==> config.mk <==
export PLATFORM = sky130hd
export DESIGN_NAME = pci_irq_router
export DESIGN_NICKNAME = d
export VERILOG_FILES = /design/src/rtl/pir_pkg.sv /design/src/rtl/pir_classify.sv /design/src/rtl/pir_mode_fsm.sv /design/src/rtl/pir_route.sv /design/src/rtl/pci_irq_router.sv
export SDC_FILE = /design/constraint.sdc
export NUM_CORES = 1
export LEC_CHECK = 0
export BUFFER_PORTS_ARGS = -buffer_cell sky130_fd_sc_hd__buf_2
export CAP_MARGIN = 20
export CELL_PAD_IN_SITES_DETAIL_PLACEMENT = 1
export CELL_PAD_IN_SITES_GLOBAL_PLACEMENT = 2
export CORE_ASPECT_RATIO = 1.1
export CORE_MARGIN = 4
export CORE_UTILIZATION = 10
export CTS_CLUSTER_DIAMETER = 80
export DETAILED_ROUTE_END_ITERATION = 12
export GPL_TIMING_DRIVEN = 0
export PLACE_DENSITY = 0.75
export SETUP_SLACK_MARGIN = 0.3
export SYNTH_ARGS = -nofsm -noshare
export SYNTH_HDL_FRONTEND = slang
export SYNTH_SLANG_ARGS = --single-unit
==> constraint.sdc <==
create_clock -name clk_i -period 4.8 [get_ports clk_i]
set_clock_uncertainty 0.1 [all_clocks]
set_input_delay 0.48 -clock clk_i [delete_from_list [all_inputs] [get_ports clk_i]]
set_output_delay 0.48 -clock clk_i [all_outputs]
set_load 0.02 [all_outputs]
==> src/rtl/pir_pkg.sv <==
package pir_pkg;
  typedef enum logic [1:0] {
    MODE_UNDECIDED = 2'd0,
    MODE_LEGACY    = 2'd1,
    MODE_LOCKED    = 2'd2
  } mode_e;

  localparam int unsigned PINS = 4;
  localparam logic [7:0] LINE_REG_OFS = 8'h3C;
  localparam logic [7:0] OLD_BASE     = 8'd27;
  localparam logic [7:0] OFS_BASE     = 8'd91;

  function automatic mode_e decode_mode(input logic [1:0] raw);
    case (raw)
      2'd1:    return MODE_LEGACY;
      2'd2:    return MODE_LOCKED;
      default: return MODE_UNDECIDED;
    endcase
  endfunction
endpackage

==> src/rtl/pir_classify.sv <==
module pir_classify
  import pir_pkg::*;
(
  input  logic [1:0] slot_mod_i,
  input  logic [7:0] line_val_i,
  output mode_e      verdict_o
);
  logic [7:0] slot_ext;
  assign slot_ext = {6'd0, slot_mod_i};

  // order matters: slot-2 exception before generic 27 match
  always_comb begin
    if (line_val_i == OLD_BASE)
      verdict_o = (slot_mod_i == 2'd2) ? MODE_UNDECIDED : MODE_LEGACY;
    else if (line_val_i == OLD_BASE + slot_ext)
      verdict_o = MODE_LEGACY;
    else if (line_val_i == OFS_BASE + slot_ext)
      verdict_o = MODE_LEGACY;
    else
      verdict_o = MODE_LOCKED;
  end
endmodule

==> src/rtl/pir_mode_fsm.sv <==
module pir_mode_fsm
  import pir_pkg::*;
(
  input  logic       clk_i,
  input  logic       rst_ni,
  input  logic [1:0] reset_mode_i,
  input  logic       variant_i,
  input  logic       cfg_wr_i,
  input  logic [7:0] reg_ofs_i,
  input  logic [1:0] slot_mod_i,
  input  logic [7:0] line_val_i,
  output mode_e      mode_o
);
  logic  init_q;
  mode_e mode_q, mode_cur, mode_d, verdict;
  logic  hit;

  pir_classify u_cls (
    .slot_mod_i (slot_mod_i),
    .line_val_i (line_val_i),
    .verdict_o  (verdict)
  );

  // until the first edge after reset the strapped value is live
  assign mode_cur = init_q ? mode_q : decode_mode(reset_mode_i);
  assign hit = cfg_wr_i && !variant_i && (reg_ofs_i == LINE_REG_OFS)
               && (mode_cur == MODE_UNDECIDED);
  assign mode_d = hit ? verdict : mode_cur;

  always_ff @(posedge clk_i or negedge rst_ni) begin
    if (!rst_ni) begin
      init_q <= 1'b0;
      mode_q <= MODE_UNDECIDED;
    end else begin
      init_q <= 1'b1;
      mode_q <= mode_d;
    end
  end

  assign mode_o = mode_cur;


  sticky_mode_chk: assert property (@(posedge clk_i) disable iff (!rst_ni)
    (init_q && mode_q != MODE_UNDECIDED) |=> $stable(mode_q));


  variant_b_quiet_chk: assert property (@(posedge clk_i) disable iff (!rst_ni)
    (init_q && variant_i) |=> $stable(mode_q));


  other_reg_quiet_chk: assert property (@(posedge clk_i) disable iff (!rst_ni)
    (init_q && (!cfg_wr_i || reg_ofs_i != LINE_REG_OFS)) |=> $stable(mode_q));


  always_comb mode_legal_chk: assert (mode_o != 2'd3);
endmodule

==> src/rtl/pir_route.sv <==
module pir_route
  import pir_pkg::*;
#(
  parameter int unsigned NUM_SLOTS = 4,
  parameter int unsigned SLOT_BASE = 11,
  localparam int unsigned PIN_W = NUM_SLOTS * PINS
) (
  input  logic             clk_i,
  input  logic             rst_ni,
  input  mode_e            mode_i,
  input  logic             variant_i,
  input  logic [PIN_W-1:0] pin_lvl_i,
  output logic [PINS-1:0]  irq_o
);
  logic [1:0] tgt [NUM_SLOTS][PINS];

  for (genvar k = 0; k < NUM_SLOTS; k++) begin : g_slot
    for (genvar p = 0; p < PINS; p++) begin : g_pin
      localparam logic [1:0] TGT_A = 2'((SLOT_BASE + k + p + 2) % PINS);
      localparam logic [1:0] TGT_B = 2'((SLOT_BASE + k + p + 3) % PINS);
      localparam logic [1:0] TGT_L = 2'(p);
      assign tgt[k][p] = (mode_i == MODE_LEGACY) ? TGT_L
                         : (variant_i ? TGT_B : TGT_A);
    end
  end

  always_comb begin
    irq_o = '0;
    for (int k = 0; k < NUM_SLOTS; k++)
      for (int p = 0; p < PINS; p++)
        irq_o[tgt[k][p]] = irq_o[tgt[k][p]] | pin_lvl_i[k*PINS+p];
  end


  idle_pins_chk: assert property (@(posedge clk_i) disable iff (!rst_ni)
    (pin_lvl_i == '0) |-> (irq_o == '0));


  no_phantom_chk: assert property (@(posedge clk_i) disable iff (!rst_ni)
    ($countones(irq_o) <= $countones(pin_lvl_i)));
endmodule

==> src/rtl/pci_irq_router.sv <==
module pci_irq_router
  import pir_pkg::*;
#(
  parameter int unsigned NUM_SLOTS = 4,
  parameter int unsigned SLOT_BASE = 11,
  parameter int unsigned ADDR_W    = 24,
  parameter int unsigned DATA_W    = 32,
  localparam int unsigned PIN_W    = NUM_SLOTS * PINS
) (
  input  logic              clk_i,
  input  logic              rst_ni,
  input  logic [1:0]        reset_mode_i,
  input  logic              variant_i,
  input  logic              cfg_wr_i,
  input  logic [ADDR_W-1:0] cfg_addr_i,
  input  logic [DATA_W-1:0] cfg_wdata_i,
  input  logic [PIN_W-1:0]  pin_lvl_i,
  output logic [PINS-1:0]   irq_o,
  output logic [1:0]        mode_o
);
  mode_e mode;

  logic unused_bits;
  assign unused_bits = ^{cfg_addr_i[ADDR_W-1:13], cfg_addr_i[10:8],
                         cfg_wdata_i[DATA_W-1:8]};

  pir_mode_fsm u_fsm (
    .clk_i        (clk_i),
    .rst_ni       (rst_ni),
    .reset_mode_i (reset_mode_i),
    .variant_i    (variant_i),
    .cfg_wr_i     (cfg_wr_i),
    .reg_ofs_i    (cfg_addr_i[7:0]),
    .slot_mod_i   (cfg_addr_i[12:11]),
    .line_val_i   (cfg_wdata_i[7:0]),
    .mode_o       (mode)
  );

  pir_route #(
    .NUM_SLOTS (NUM_SLOTS),
    .SLOT_BASE (SLOT_BASE)
  ) u_route (
    .clk_i     (clk_i),
    .rst_ni    (rst_ni),
    .mode_i    (mode),
    .variant_i (variant_i),
    .pin_lvl_i (pin_lvl_i),
    .irq_o     (irq_o)
  );

  assign mode_o = mode;
endmodule

==> results.cfg <==
[detailed_routing]
dr.first_iter.drc_count = 7
remaining_drc_errors = 0
routed-via-count = 697
drtPass1Iterations = 3
final_antenna_net_count = 0
route.detailed.wl_per_inst_um = 12.61
vias_per_cell = 4.224
drt-total-wl_mm = 2.081

[clocking]
cts_tree = yes
worst_setup_hold_path_clk_slew_ps = 30
cts_resized = 0
ctsRootBufferMaster = clkbuf_8
clk_latency_ps = 210
cts_max_path_buffers = 2
cts-htree-levels = 1
clkSinkCount = 3
cts_buffers = 3

[timing]
max_slew.worst_pin.slew_ps = 493.4
slew_headroom_pct = 66.66
report.final.slew_viol_count = 0
totalNegativeSetupSlack_ps = 0
finalCriticalPeriod_ps = 2344
setup_repair_after_global_routing_missed_its_margin = no
clock.fmax_mhz = 426.7
timing.final.crit_share_pct = 48.83
timing_hold_violations_final = 0
final-setup-viol-count = 0
setup_ws_ps = 2456

[layout]
layout-drive-gt1-share_pct = 48.65
area_delta_synth_final_pct = 75.14
design.final.nets = 192
antenna-diode-count = 0

[yosys]
postSynthRegisterBits = 3
synth_top_area_share_pct = 16.22
mappedNetlistNets = 141
synthDominantAreaCellType = dfrtp_1
post_synth_inst_count = 61
ys.flop_type = dfrtp_1
synth.cell_area_um2 = 462.9
asyncSetResetFlopFracSynth_pct = 100.0
cell_with_the_most_instances_after_synthesis = nand3_1
synth_commonest_cells = 5 x nand3_1, 4 x a21oi_1, 4 x nor3_1, 4 x nor4_1
synthesis.yosys.warnings = 0
syn_avg_cell_area_um2 = 7.589
synth_sequential_area_ratio_pct = 16.22
synth.distinct_cells = 33
synth_edf_count = 0
yosys-top-cells-area = dfrtp_1 16%, xor2_1 5.7%, ha_1 5.4%

[grt]
antenna_found_initial = 0
grt.busiest_layer = met2
grt.met1_usage_pct = 6.938
globalRouteMet3Util_pct = 2.405
grt_first_pass_wirelength_mm = 3.153
maximum_number_of_pins_on_one_net_before_global_route_repair = 8
use_met2_pct = 12.36
overflow = 0
grt_pass1_vias = 766
grt_use_total_pct = 6.960

[power]
total_power_mw = 0.1534
ir_drop_mv = 0.07119
power.leakage_nw = 0.3740
power_per_cell_area_mw_per_mm2 = 189.2

[setup_path]
arrival_ps = 1760
crit_type = register to output pin
worst_setup_path_start_kind = register
timing.critical_path.cells = or3b_1, buf_6, a211o_1, a21oi_1, a21oi_1, buf_2
worst_path_largest_cell_delay_ps = 400
critical-path-top-delay-family = compound AO/OA/AOI/OAI gates
timing.critical_path.buf_inv = 2
critical_path.endpoint_type = output pin
critical-path-top-cell-by-count = a21oi_1
slowest_stage = dfrtp_1
critical_path_peak_fanout = 7
worst-endpoint-required_ps = 4220

[place]
place.gp.congestion = 0.8752
numPortBuffers = 45
place.detailed.hpwl_mm = 1.830
place_worst_setup_slack_ps = 2476

[worst_hold_path]
hold_class = register to register

[floorplanning]
fp.dieH_um = 79.36
core_region_area_mm2 = 0.004379
number_of_standard_cell_rows_in_the_floorplan = 25
floorplan.initialDensity_pct = 10.57
floorplan.io_pins = 84
die-width_um = 72.88
die_footprint_mm2 = 0.005783

[status]
outcome = finished clean

[run]
drv_cap = 0
==> routing by layer <==
metal,vias to the layer above,part of all wire (%)
met5,-,0
met1,308,39
met3,4,13
met4,0,1.6
li1,338,-
met2,47,46
==> sequential cells by signal, indices dropped and copies added, names as in the netlist <==
signal and cells:
u_fsm.mode_q 2, u_fsm.init_q 1
==> worst reg2reg max path: cells and delay by family (launching register included) <==
family | cells | cell delay (ps)
buffers and inverters | 1 | 140
flip-flops | 1 | 400
AND/OR/NAND/NOR | 3 | 520
AO/OA/AOI/OAI | 1 | 240
==> layout by cell type, fill, tap and decap left out, types with 2 or more instances in the layout <==
cell	count
nand4_1	2
nand2_1	3
clkbuf_8	3
a31o_1	2
nand2_2	2
o22ai_1	2
nor4_1	4
nor4bb_1	2
a21oi_1	4
xor2_1	3
or3_1	2
nor3_1	4
ha_1	2
inv_1	2
nand3_1	5
buf_2	45
dfrtp_1	3
nor3b_1	2
==> path summary, 6_finish.rpt <==
kind / cells past startpoint / startpoint / slack [ps] / end
min in group asynchronous: 2 / rst_ni / 500 / u_fsm.init_q
max reg2reg: 5 / u_fsm.init_q / 3280 / u_fsm.mode_q[1]
max in group asynchronous: 2 / rst_ni / 4000 / u_fsm.mode_q[0]
min: 3 / u_fsm.mode_q[0] / 490 / u_fsm.mode_q[0]
max: 6 / u_fsm.init_q / 2460 / irq_o[3]
min reg2reg: 3 / u_fsm.mode_q[0] / 490 / u_fsm.mode_q[0]
==> report_power, final <==
part | internal, mW | switching, mW
combinational | 0.0255 | 0.0271
clock | 0.0566 | 0.0159
sequential | 0.0272 | 0.00100
total | 0.109 | 0.0440
==> kinds of logic (layout without fill, tap and decap cells) <==
| logic type | after synthesis | after routing | synth area share, % |
|---|---|---|---|
| AOI/OAI and AO/OA | 14 | 14 | 21.35 |
| and+or+nand+nor | 33 | 33 | 43.51 |
| xor gates and xnor gates | 3 | 3 | 5.677 |
| muxes | 1 | 1 | 2.162 |
| other | 1 | 1 | 0.8100 |
| DFF | 3 | 3 | 16.22 |
| buffers and inverters | 4 | 54 | 4.865 |
| adders and majority gates | 2 | 2 | 5.405 |
==> final cells by class <==
type / count / area (um^2)
clock buffer: 4 / 45.04
fill: 562 / 3568
buffer: 1 / 11.26
inverter: 3 / 11.26
multi-input combinational: 54 / 365.4
timing repair buffer: 46 / 235.2
tap: 54 / 67.56
sequential: 3 / 75.07
==> stage by stage <==
stage	utilization, %	cell area (um^2)	instances	hold slack, ps
3_5_place_dp	17.26	755.7	160	179.7
4_1_cts	18.51	810.8	165	493.8
6_report	18.51	810.8	165	491.2
5_1_grt	18.51	810.8	165	521.2
2_1_floorplan	-	462.9	61	84.41
3_3_place_gp	17.26	755.7	160	175.6
==> timing repair <==
item,CTS,global route
hold buffers,1,0
buffers inserted,0,0
setup endpoints to repair,0,0
endpoints found under the hold margin,3,0
Power figures use the tool's default switching activity.
